File: config.mk
export PLATFORM = sky130hd
export DESIGN_NAME = dual_cmd_seq
export DESIGN_NICKNAME = d
export VERILOG_FILES = /design/src/rtl/dcs_pkg.sv /design/src/rtl/dcs_rst_sync.sv /design/src/rtl/dcs_arb.sv /design/src/rtl/dcs_sigflags.sv /design/src/rtl/dcs_task.sv /design/src/rtl/dual_cmd_seq.sv
export SDC_FILE = /design/constraint.sdc
export NUM_CORES = 1
export LEC_CHECK = 0
export ABC_AREA = 0
export BUFFER_PORTS_ARGS = -buffer_cell sky130_fd_sc_hd__buf_2
export CORE_MARGIN = 1.5
export CORE_UTILIZATION = 40
export CTS_CLUSTER_DIAMETER = 120
export DETAILED_ROUTE_END_ITERATION = 6
export SETUP_SLACK_MARGIN = 0.4
export SLEW_MARGIN = 20
export SYNTH_ARGS = -nofsm -noshare
export SYNTH_HDL_FRONTEND = slang
export SYNTH_HIERARCHICAL = 1
export SYNTH_SLANG_ARGS = --single-unit
File: constraint.sdc
create_clock -name clk -period 5.65 [get_ports clk]
set_input_delay 0.2825 -clock clk [delete_from_list [all_inputs] [get_ports clk]]
set_output_delay 0.2825 -clock clk [all_outputs]
set_load 0.01 [all_outputs]
File: src/rtl/dcs_pkg.sv
package dcs_pkg;
  localparam int CMD_W   = 32;
  localparam int NTASK   = 2;
  localparam int OP_MSB  = 31;
  localparam int OP_LSB  = 28;
  localparam int SEL_MSB = 27;
  localparam int SEL_LSB = 24;
  localparam int SEL_W   = SEL_MSB - SEL_LSB + 1;
  localparam int INV_BIT = 23;

  typedef enum logic [3:0] {
    OP_LOAD  = 4'd0,
    OP_UPLD  = 4'd1,
    OP_SETS  = 4'd2,
    OP_CLRS  = 4'd3,
    OP_PAUSE = 4'd4,
    OP_JUMP  = 4'd5,
    OP_STOP  = 4'd6
  } opcode_t;

  typedef enum logic [2:0] {
    S_IDLE, S_FETCH, S_DEC, S_OPER, S_EXEC, S_PAUSE
  } tstate_t;
endpackage

File: src/rtl/dcs_rst_sync.sv
module dcs_rst_sync (
  input  logic clk,
  input  logic rst_n_i,
  output logic rst_n_o
);
  logic [1:0] sync_q;

  always_ff @(posedge clk or negedge rst_n_i) begin
    if (!rst_n_i) sync_q <= 2'b00;
    else          sync_q <= {sync_q[0], 1'b1};
  end

  assign rst_n_o = sync_q[1];
endmodule

File: src/rtl/dcs_arb.sv
module dcs_arb (
  input  logic       clk,
  input  logic       rst_n,
  input  logic [1:0] req_i,
  output logic [1:0] gnt_o
);
  logic conflict;
  logic nxt_q, nxt_n;

  assign conflict = &req_i;

  always_comb begin
    gnt_o = req_i;
    if (conflict) gnt_o = nxt_q ? 2'b10 : 2'b01;
    nxt_n = gnt_o[0];
  end

  always_ff @(posedge clk or negedge rst_n) begin
    if (!rst_n)        nxt_q <= 1'b0;
    else if (conflict) nxt_q <= nxt_n;
  end

  // a single owner, and only a requester
  p_gnt_onehot_r10: assert property (@(posedge clk) disable iff (!rst_n)
    $onehot0(gnt_o));
  p_gnt_valid_r10: assert property (@(posedge clk) disable iff (!rst_n)
    (gnt_o & ~req_i) == 2'b00);
  p_alternate_r10: assert property (@(posedge clk) disable iff (!rst_n)
    (conflict && gnt_o[0]) |=> (conflict ? gnt_o[1] : 1'b1));
endmodule

File: src/rtl/dcs_sigflags.sv
module dcs_sigflags #(
  parameter int NSIG = 5
) (
  input  logic            clk,
  input  logic            rst_n,
  input  logic [NSIG-1:0] set_i,
  input  logic [NSIG-1:0] clr_i,
  output logic [NSIG-1:0] sig_o
);
  logic [NSIG-1:0] sig_q, sig_n;
  logic            upd;

  assign upd = (|set_i) | (|clr_i);

  always_comb sig_n = (sig_q & ~clr_i) | set_i;

  always_ff @(posedge clk or negedge rst_n) begin
    if (!rst_n)   sig_q <= '0;
    else if (upd) sig_q <= sig_n;
  end

  assign sig_o = sig_q;

  // set requests land, and win over clear requests
  p_set_lands_r5: assert property (@(posedge clk) disable iff (!rst_n)
    (|set_i) |=> ((sig_o & $past(set_i)) == $past(set_i)));
  p_clr_lands_r5: assert property (@(posedge clk) disable iff (!rst_n)
    (|(clr_i & ~set_i)) |=> ((sig_o & $past(clr_i & ~set_i)) == '0));
endmodule

File: src/rtl/dcs_task.sv
module dcs_task
  import dcs_pkg::*;
#(
  parameter int PCW  = 8,
  parameter int PGW  = 2,
  parameter int RIW  = 4,
  parameter int NSIG = 5,
  parameter int CW   = 13,
  parameter int TOW  = 16,
  localparam int AW  = PCW + PGW
) (
  input  logic             clk,
  input  logic             rst_n,
  input  logic             start_i,
  input  logic [PCW-1:0]   start_pc_i,
  input  logic [PGW-1:0]   page_i,
  input  logic [TOW-1:0]   timeout_i,
  input  logic [CW-1:0]    cond_i,
  input  logic             gnt_i,
  input  logic             mem_ack_i,
  input  logic [CMD_W-1:0] mem_rdata_i,
  input  logic [CMD_W-1:0] reg_rdata_i,
  output logic             req_o,
  output logic             use_mem_o,
  output logic             mem_we_o,
  output logic [AW-1:0]    mem_addr_o,
  output logic [CMD_W-1:0] mem_wdata_o,
  output logic             reg_wr_o,
  output logic             reg_rd_o,
  output logic [RIW-1:0]   reg_idx_o,
  output logic [CMD_W-1:0] reg_wdata_o,
  output logic [NSIG-1:0]  sig_set_o,
  output logic [NSIG-1:0]  sig_clr_o,
  output logic             busy_o,
  output logic             done_o,
  output logic             timeout_o
);
  localparam int SELN = 1 << SEL_W;

  tstate_t          st, st_n;
  logic [PCW-1:0]   pc, pc_n;
  logic [CMD_W-1:0] ir, opr;
  logic [TOW-1:0]   cnt, cnt_n;
  logic             done_q, done_n, tmo_q, tmo_n;
  logic             ir_ld, opr_ld, take;
  logic [SELN-1:0]  cond_ext;
  opcode_t          op;
  logic             unused_bits;

  assign op          = opcode_t'(ir[OP_MSB:OP_LSB]);
  assign cond_ext    = {{(SELN-CW){1'b1}}, cond_i};
  assign take        = cond_ext[ir[SEL_MSB:SEL_LSB]] ^ ir[INV_BIT];
  assign unused_bits = ^ir[INV_BIT-1:CW];

  always_comb begin
    st_n = st; pc_n = pc; cnt_n = cnt; tmo_n = tmo_q; done_n = 1'b0;
    ir_ld = 1'b0; opr_ld = 1'b0;
    req_o = 1'b0; use_mem_o = 1'b0; mem_we_o = 1'b0;
    mem_addr_o = {page_i, pc};
    reg_wr_o = 1'b0; reg_rd_o = 1'b0;
    sig_set_o = '0; sig_clr_o = '0;
    unique case (st)
      S_IDLE: if (start_i) begin
        st_n = S_FETCH; pc_n = start_pc_i; tmo_n = 1'b0;
      end
      S_FETCH: begin
        req_o = 1'b1; use_mem_o = 1'b1;
        if (gnt_i && mem_ack_i) begin
          ir_ld = 1'b1; pc_n = pc + 1'b1; st_n = S_DEC;
        end
      end
      S_DEC: begin
        case (op)
          OP_LOAD, OP_UPLD: st_n = S_OPER;
          OP_SETS: begin sig_set_o = ir[NSIG-1:0]; st_n = S_FETCH; end
          OP_CLRS: begin sig_clr_o = ir[NSIG-1:0]; st_n = S_FETCH; end
          OP_PAUSE: begin cnt_n = '0; st_n = S_PAUSE; end
          OP_JUMP: begin
            if (take) pc_n = ir[PCW-1:0];
            st_n = S_FETCH;
          end
          default: begin st_n = S_IDLE; done_n = 1'b1; end
        endcase
      end
      S_OPER: begin
        req_o = 1'b1; use_mem_o = 1'b1;
        if (gnt_i && mem_ack_i) begin
          opr_ld = 1'b1; pc_n = pc + 1'b1; st_n = S_EXEC;
        end
      end
      S_EXEC: begin
        req_o = 1'b1;
        if (op == OP_LOAD) begin
          reg_wr_o = 1'b1;
          if (gnt_i) st_n = S_FETCH;
        end else begin
          reg_rd_o = 1'b1; use_mem_o = 1'b1; mem_we_o = 1'b1;
          mem_addr_o = opr[AW-1:0];
          if (gnt_i && mem_ack_i) st_n = S_FETCH;
        end
      end
      S_PAUSE: begin
        if (|(cond_i & ir[CW-1:0])) st_n = S_FETCH;
        else if (timeout_i != '0) begin
          if ((cnt + 1'b1) == timeout_i) begin
            st_n = S_IDLE; tmo_n = 1'b1;
          end else cnt_n = cnt + 1'b1;
        end
      end
      default: st_n = S_IDLE;
    endcase
  end

  always_ff @(posedge clk or negedge rst_n) begin
    if (!rst_n) begin
      st <= S_IDLE; pc <= '0; cnt <= '0; done_q <= 1'b0; tmo_q <= 1'b0;
      ir <= '0; opr <= '0;
    end else begin
      st <= st_n; pc <= pc_n; cnt <= cnt_n; done_q <= done_n; tmo_q <= tmo_n;
      if (ir_ld)  ir  <= mem_rdata_i;
      if (opr_ld) opr <= mem_rdata_i;
    end
  end

  assign reg_idx_o   = ir[RIW-1:0];
  assign reg_wdata_o = opr;
  assign mem_wdata_o = reg_rdata_i;
  assign busy_o      = (st != S_IDLE);
  assign done_o      = done_q;
  assign timeout_o   = tmo_q;

  p_start_fetch_r2: assert property (@(posedge clk) disable iff (!rst_n)
    (!busy_o && start_i) |=> (busy_o && req_o && !timeout_o));
  p_done_idle_r9: assert property (@(posedge clk) disable iff (!rst_n)
    done_o |-> !busy_o);
  p_done_pulse_r9: assert property (@(posedge clk) disable iff (!rst_n)
    done_o |=> !done_o);
  p_tmo_idle_r7: assert property (@(posedge clk) disable iff (!rst_n)
    timeout_o |-> !busy_o);
endmodule

File: src/rtl/dual_cmd_seq.sv
module dual_cmd_seq
  import dcs_pkg::*;
#(
  parameter int PCW  = 8,
  parameter int PGW  = 2,
  parameter int RIW  = 4,
  parameter int EVW  = 8,
  parameter int NSIG = 5,
  parameter int TOW  = 16,
  localparam int AW  = PCW + PGW,
  localparam int CW  = EVW + NSIG
) (
  input  logic             clk,
  input  logic             rst_n,
  input  logic [1:0]       task_start_i,
  input  logic [PCW-1:0]   t0_start_pc_i,
  input  logic [PCW-1:0]   t1_start_pc_i,
  input  logic [PGW-1:0]   t0_page_i,
  input  logic [PGW-1:0]   t1_page_i,
  input  logic [TOW-1:0]   t0_timeout_i,
  input  logic [TOW-1:0]   t1_timeout_i,
  input  logic [EVW-1:0]   event_i,
  input  logic [NSIG-1:0]  host_sig_set_i,
  input  logic [NSIG-1:0]  host_sig_clr_i,
  output logic [NSIG-1:0]  sig_o,
  output logic [1:0]       task_busy_o,
  output logic [1:0]       task_done_o,
  output logic [1:0]       task_timeout_o,
  output logic             mem_req_o,
  output logic             mem_we_o,
  output logic [AW-1:0]    mem_addr_o,
  output logic [CMD_W-1:0] mem_wdata_o,
  input  logic             mem_ack_i,
  input  logic [CMD_W-1:0] mem_rdata_i,
  output logic             reg_wr_o,
  output logic             reg_rd_o,
  output logic [RIW-1:0]   reg_idx_o,
  output logic [CMD_W-1:0] reg_wdata_o,
  input  logic [CMD_W-1:0] reg_rdata_i
);
  logic                 srst_n;
  logic [NTASK-1:0]     t_req, t_mem, t_we, t_wr, t_rd, gnt;
  logic [PCW-1:0]       t_pc   [NTASK];
  logic [PGW-1:0]       t_page [NTASK];
  logic [TOW-1:0]       t_tmo  [NTASK];
  logic [AW-1:0]        t_addr [NTASK];
  logic [CMD_W-1:0]     t_mwd  [NTASK];
  logic [CMD_W-1:0]     t_rwd  [NTASK];
  logic [RIW-1:0]       t_idx  [NTASK];
  logic [NSIG-1:0]      t_set  [NTASK];
  logic [NSIG-1:0]      t_clr  [NTASK];
  logic [NSIG-1:0]      set_all, clr_all;
  logic [CW-1:0]        cond;

  assign t_pc[0] = t0_start_pc_i;  assign t_pc[1] = t1_start_pc_i;
  assign t_page[0] = t0_page_i;    assign t_page[1] = t1_page_i;
  assign t_tmo[0] = t0_timeout_i;  assign t_tmo[1] = t1_timeout_i;
  assign cond = {sig_o, event_i};

  dcs_rst_sync u_rst (.clk(clk), .rst_n_i(rst_n), .rst_n_o(srst_n));

  dcs_arb u_arb (.clk(clk), .rst_n(srst_n), .req_i(t_req), .gnt_o(gnt));

  for (genvar g = 0; g < NTASK; g++) begin : g_task
    dcs_task #(
      .PCW(PCW), .PGW(PGW), .RIW(RIW), .NSIG(NSIG), .CW(CW), .TOW(TOW)
    ) u_task (
      .clk(clk), .rst_n(srst_n),
      .start_i(task_start_i[g]), .start_pc_i(t_pc[g]), .page_i(t_page[g]),
      .timeout_i(t_tmo[g]), .cond_i(cond),
      .gnt_i(gnt[g]), .mem_ack_i(mem_ack_i),
      .mem_rdata_i(mem_rdata_i), .reg_rdata_i(reg_rdata_i),
      .req_o(t_req[g]), .use_mem_o(t_mem[g]), .mem_we_o(t_we[g]),
      .mem_addr_o(t_addr[g]), .mem_wdata_o(t_mwd[g]),
      .reg_wr_o(t_wr[g]), .reg_rd_o(t_rd[g]), .reg_idx_o(t_idx[g]),
      .reg_wdata_o(t_rwd[g]),
      .sig_set_o(t_set[g]), .sig_clr_o(t_clr[g]),
      .busy_o(task_busy_o[g]), .done_o(task_done_o[g]),
      .timeout_o(task_timeout_o[g])
    );
  end

  always_comb begin
    mem_req_o = 1'b0; mem_we_o = 1'b0; mem_addr_o = '0; mem_wdata_o = '0;
    reg_wr_o = 1'b0; reg_rd_o = 1'b0; reg_idx_o = '0; reg_wdata_o = '0;
    set_all = host_sig_set_i; clr_all = host_sig_clr_i;
    for (int i = 0; i < NTASK; i++) begin
      set_all = set_all | t_set[i];
      clr_all = clr_all | t_clr[i];
      if (gnt[i]) begin
        mem_req_o = t_mem[i]; mem_we_o = t_we[i];
        mem_addr_o = t_addr[i]; mem_wdata_o = t_mwd[i];
        reg_wr_o = t_wr[i]; reg_rd_o = t_rd[i];
        reg_idx_o = t_idx[i]; reg_wdata_o = t_rwd[i];
      end
    end
  end

  dcs_sigflags #(.NSIG(NSIG)) u_sig (
    .clk(clk), .rst_n(srst_n), .set_i(set_all), .clr_i(clr_all), .sig_o(sig_o)
  );

  p_we_needs_req_r4: assert property (@(posedge clk) disable iff (!srst_n)
    mem_we_o |-> (mem_req_o && reg_rd_o));
  p_reg_one_strobe_r3: assert property (@(posedge clk) disable iff (!srst_n)
    !(reg_wr_o && reg_rd_o));
endmodule

==> impl_results.md <==
- Global-route usage over all layers: 22.4%
- Final wirelength: 33000 µm
- Commonest cells in the netlist: dfrtp_1, mux2_2, nand2_1
- Final Hold Vio Count: 0
- Wire per inst: 19.7 µm
- Post-Route Skew: 0.0109 ns
- Crit-path max FO: 55
- Vias post-DR: 9564
- Largest net degree at the start of global routing: 130
- Initial antenna violation count: 2
- Row count: 61
- Final worst path period need: 4.23 ns
- Synth warn: 6
- Setup TNS: 0 ns
- Max Slew Vio Count: 0
- Post-synth EDFFs: 0
- Busiest layer in global routing: met2
- Vias in the first global route: approximately 9000
- Post-route ant nets: 0
- Max-cap violations: 0
- Clock Sinks: 174
- Clock transition at the registers of the reported paths: approximately 0.070 ns
- Post-CTS setup buffer count: 0
- Max VDD drop: 0.255 mV
- Yosys top cell by area: dfrtp_1
- Fillers: approximately 2800
- Sequential fraction of the synthesis area: 38.0%
- Cts hold-fix bufs: 1
- Post-synth net total: 1321
- Met2 GRT Util: 37.1%
- Die Height: 172 µm
- HPWL Detailed: ~24000 µm
- Crit. End Element: output pin
- Setup CP Type: reg -> out
- Number of gates resized after cts: 0
- CP Launch Type: flip-flop
- GR Layer Usage met1: a little under a third
- Final period util: 74.8%
- Clk_lat worst skew: between 0.4 and 0.5 ns
- Achievable frequency: 237 MHz
- Reg area: 0.00436 mm²
- Most frequent cell after synthesis: dfrtp_1
- Worst EP required: roughly 5.4 ns
- Primary FF master, synth: dfrtp_1
- Core area: 0.0280 mm²
- Power per cell area: ~540 mW/mm²
- Worst-Margin Slew: roughly 1.1 ns
- Initial Util: about two fifths
- Flop and latch count out of synthesis: about 170
- Final core utilization: 45.9%
- CTS tree: yes
- Hold Path Class: in -> reg
- Top-area cell type share of the netlist area: roughly 38%
- Gp weighted congestion: 0.914
- Final Setup Violations: 0
- Leakage: 5.91 nW
- Num CTS Buffers: 17
- Die X-Extent: roughly 170 µm
- Outcome: complete, no violations
- Mapped cell area: 0.0115 mm²
- Slew HR: 27.1%
- Crit path arrival time: between 3 and 4 ns
- H-tree Lvls: 4
- Layout cells sized above 1: 31.9%
- Min Hold Slack: between 0.1 and 0.15 ns
- Layout area overhead: 12.0%
- Top post-synthesis cells by area: dfrtp_1, mux2_2, a22o_1
- Pre-antenna DRT Iters: 7
- Syn Area/Cell: roughly 10 µm²
- Multi-input gate area: 0.00608 mm²
- PortBufs: 231
- Nets: 1430
- First-pass GRT wire length: 50900 µm
- Unique masters post-synth: 76
- Gr ovfl total: 0
- Share of flip-flops with an asynchronous set or reset: 100%
- DR iter-0 viols: 678
- Met3 usage: 3.25%
- Max Buffers Root-to-Sink: 2
- IO Pins: 232
- DR vias/cell: 5.69
- RSZ-0062 raised after global routing: false
- Final Worst Setup Slack: ~1.4 ns
- DP Worst Slack: 1.58 ns
- Clk root buf: clkbuf_16
- DRC: 0
- Synth Instances: approximately 1200
- Die ar.: 0.0297 mm²
-- state kept, by name (all words and copies together), names as in the netlist, 5 cells and up --
signal	cells
g_task.u_task/st	6
g_task.u_task/cnt	32
g_task.u_task/pc	16
g_task.u_task/ir	44
u_sig/sig_o	5
g_task.u_task/reg_wdata_o	64
-- metrics by stage --
stage	power, mW	cell area (µm²)	instances
final	6.95	12800	1680
after global routing	7.49	12800	1679
after CTS	7.00	12800	1677
after detailed placement	5.78	12200	1645
after global placement	5.72	12200	1645
after floorplan	4.88	11500	1178
-- routing by layer --
metal / up-vias / routed length, µm
li1: 4510 / -
met1: 4683 / 15200
met2: 342 / 15500
met3: 29 / 1840
met4: 0 / 490
met5: - / 0
-- critical path, cell delays in order, from the launching register on --
cell      delay [ns]
dfrtp_1         0.74
clkinv_1        0.43
nand3_1         0.24
nand2_1         0.13
a21boi_0        0.57
nor2b_4         0.74
buf_12          0.31
a22o_1          0.17
buf_2           0.13
-- cell usage in the layout, fill, tap and decap left out, types with 22 or more instances in the layout --
cell       n
nand3_1   44
and2_1    25
xnor2_1   32
buf_2    231
nor3_1    24
o21ai_0   43
a22o_1    82
nand2_1   89
dfrtp_1  173
inv_1     22
mux2_2   120
mux2i_1   22
a21oi_1   42
nor2_1    47
-- layout make-up --
type | instances | area share [%]
multi-input cells | 829 | 47.3
clock buffers | 17 | 3.31
well taps | 378 | 3.68
flip-flops and latches | 174 | 33.9
diodes | 3 | 0.0584
clock inverters | 14 | 1.23
repair buffers | 241 | 9.80
inverters | 24 | 0.701
-- logic make-up (layout without fill, tap and decap cells) --
logic type / after synthesis / in the layout / share of synthesized area, %
other: 1 / 4 / 0.0327
XOR/XNOR: 47 / 47 / 3.59
AO/OA/AOI/OAI: 274 / 274 / 17.4
multiplexers: 147 / 147 / 14.7
adder cells (fa/ha/maj): 4 / 4 / 0.436
buffers and inverters: 175 / 296 / 9.43
flip-flops: 174 / 174 / 38.0
AND/OR/NAND/NOR: 356 / 356 / 16.5
-- final timing paths --
check                                  startpoint                          endpoint  slack [ns]  depth (start not counted)
max                        g_task[1].u_task/st[0]                    reg_wdata_o[8]        1.42                          8
max in group asynchronous         u_rst/sync_q[1]   g_task[1].u_task/reg_wdata_o[6]        4.15                          1
max reg2reg                g_task[1].u_task/st[1]  g_task[1].u_task/reg_wdata_o[12]        1.59                          8
min reg2reg                       u_rst/sync_q[1]  g_task[0].u_task/reg_wdata_o[30]        0.34                          0
min in group asynchronous                   rst_n                   u_rst/sync_q[0]        0.16                          2
min                               mem_rdata_i[19]  g_task[0].u_task/reg_wdata_o[19]        0.11                          2
-- power by group --
| group | leakage (nW) | switching, mW | internal, mW |
|---|---|---|---|
| sequential | 2.14 | 0.712 | 1.79 |
| combinational | 3.50 | 1.68 | 1.58 |
| clock | 0.277 | 0.533 | 0.658 |
| total | 5.91 | 2.92 | 4.03 |
No activity file was read; power rests on OpenSTA's default activity.
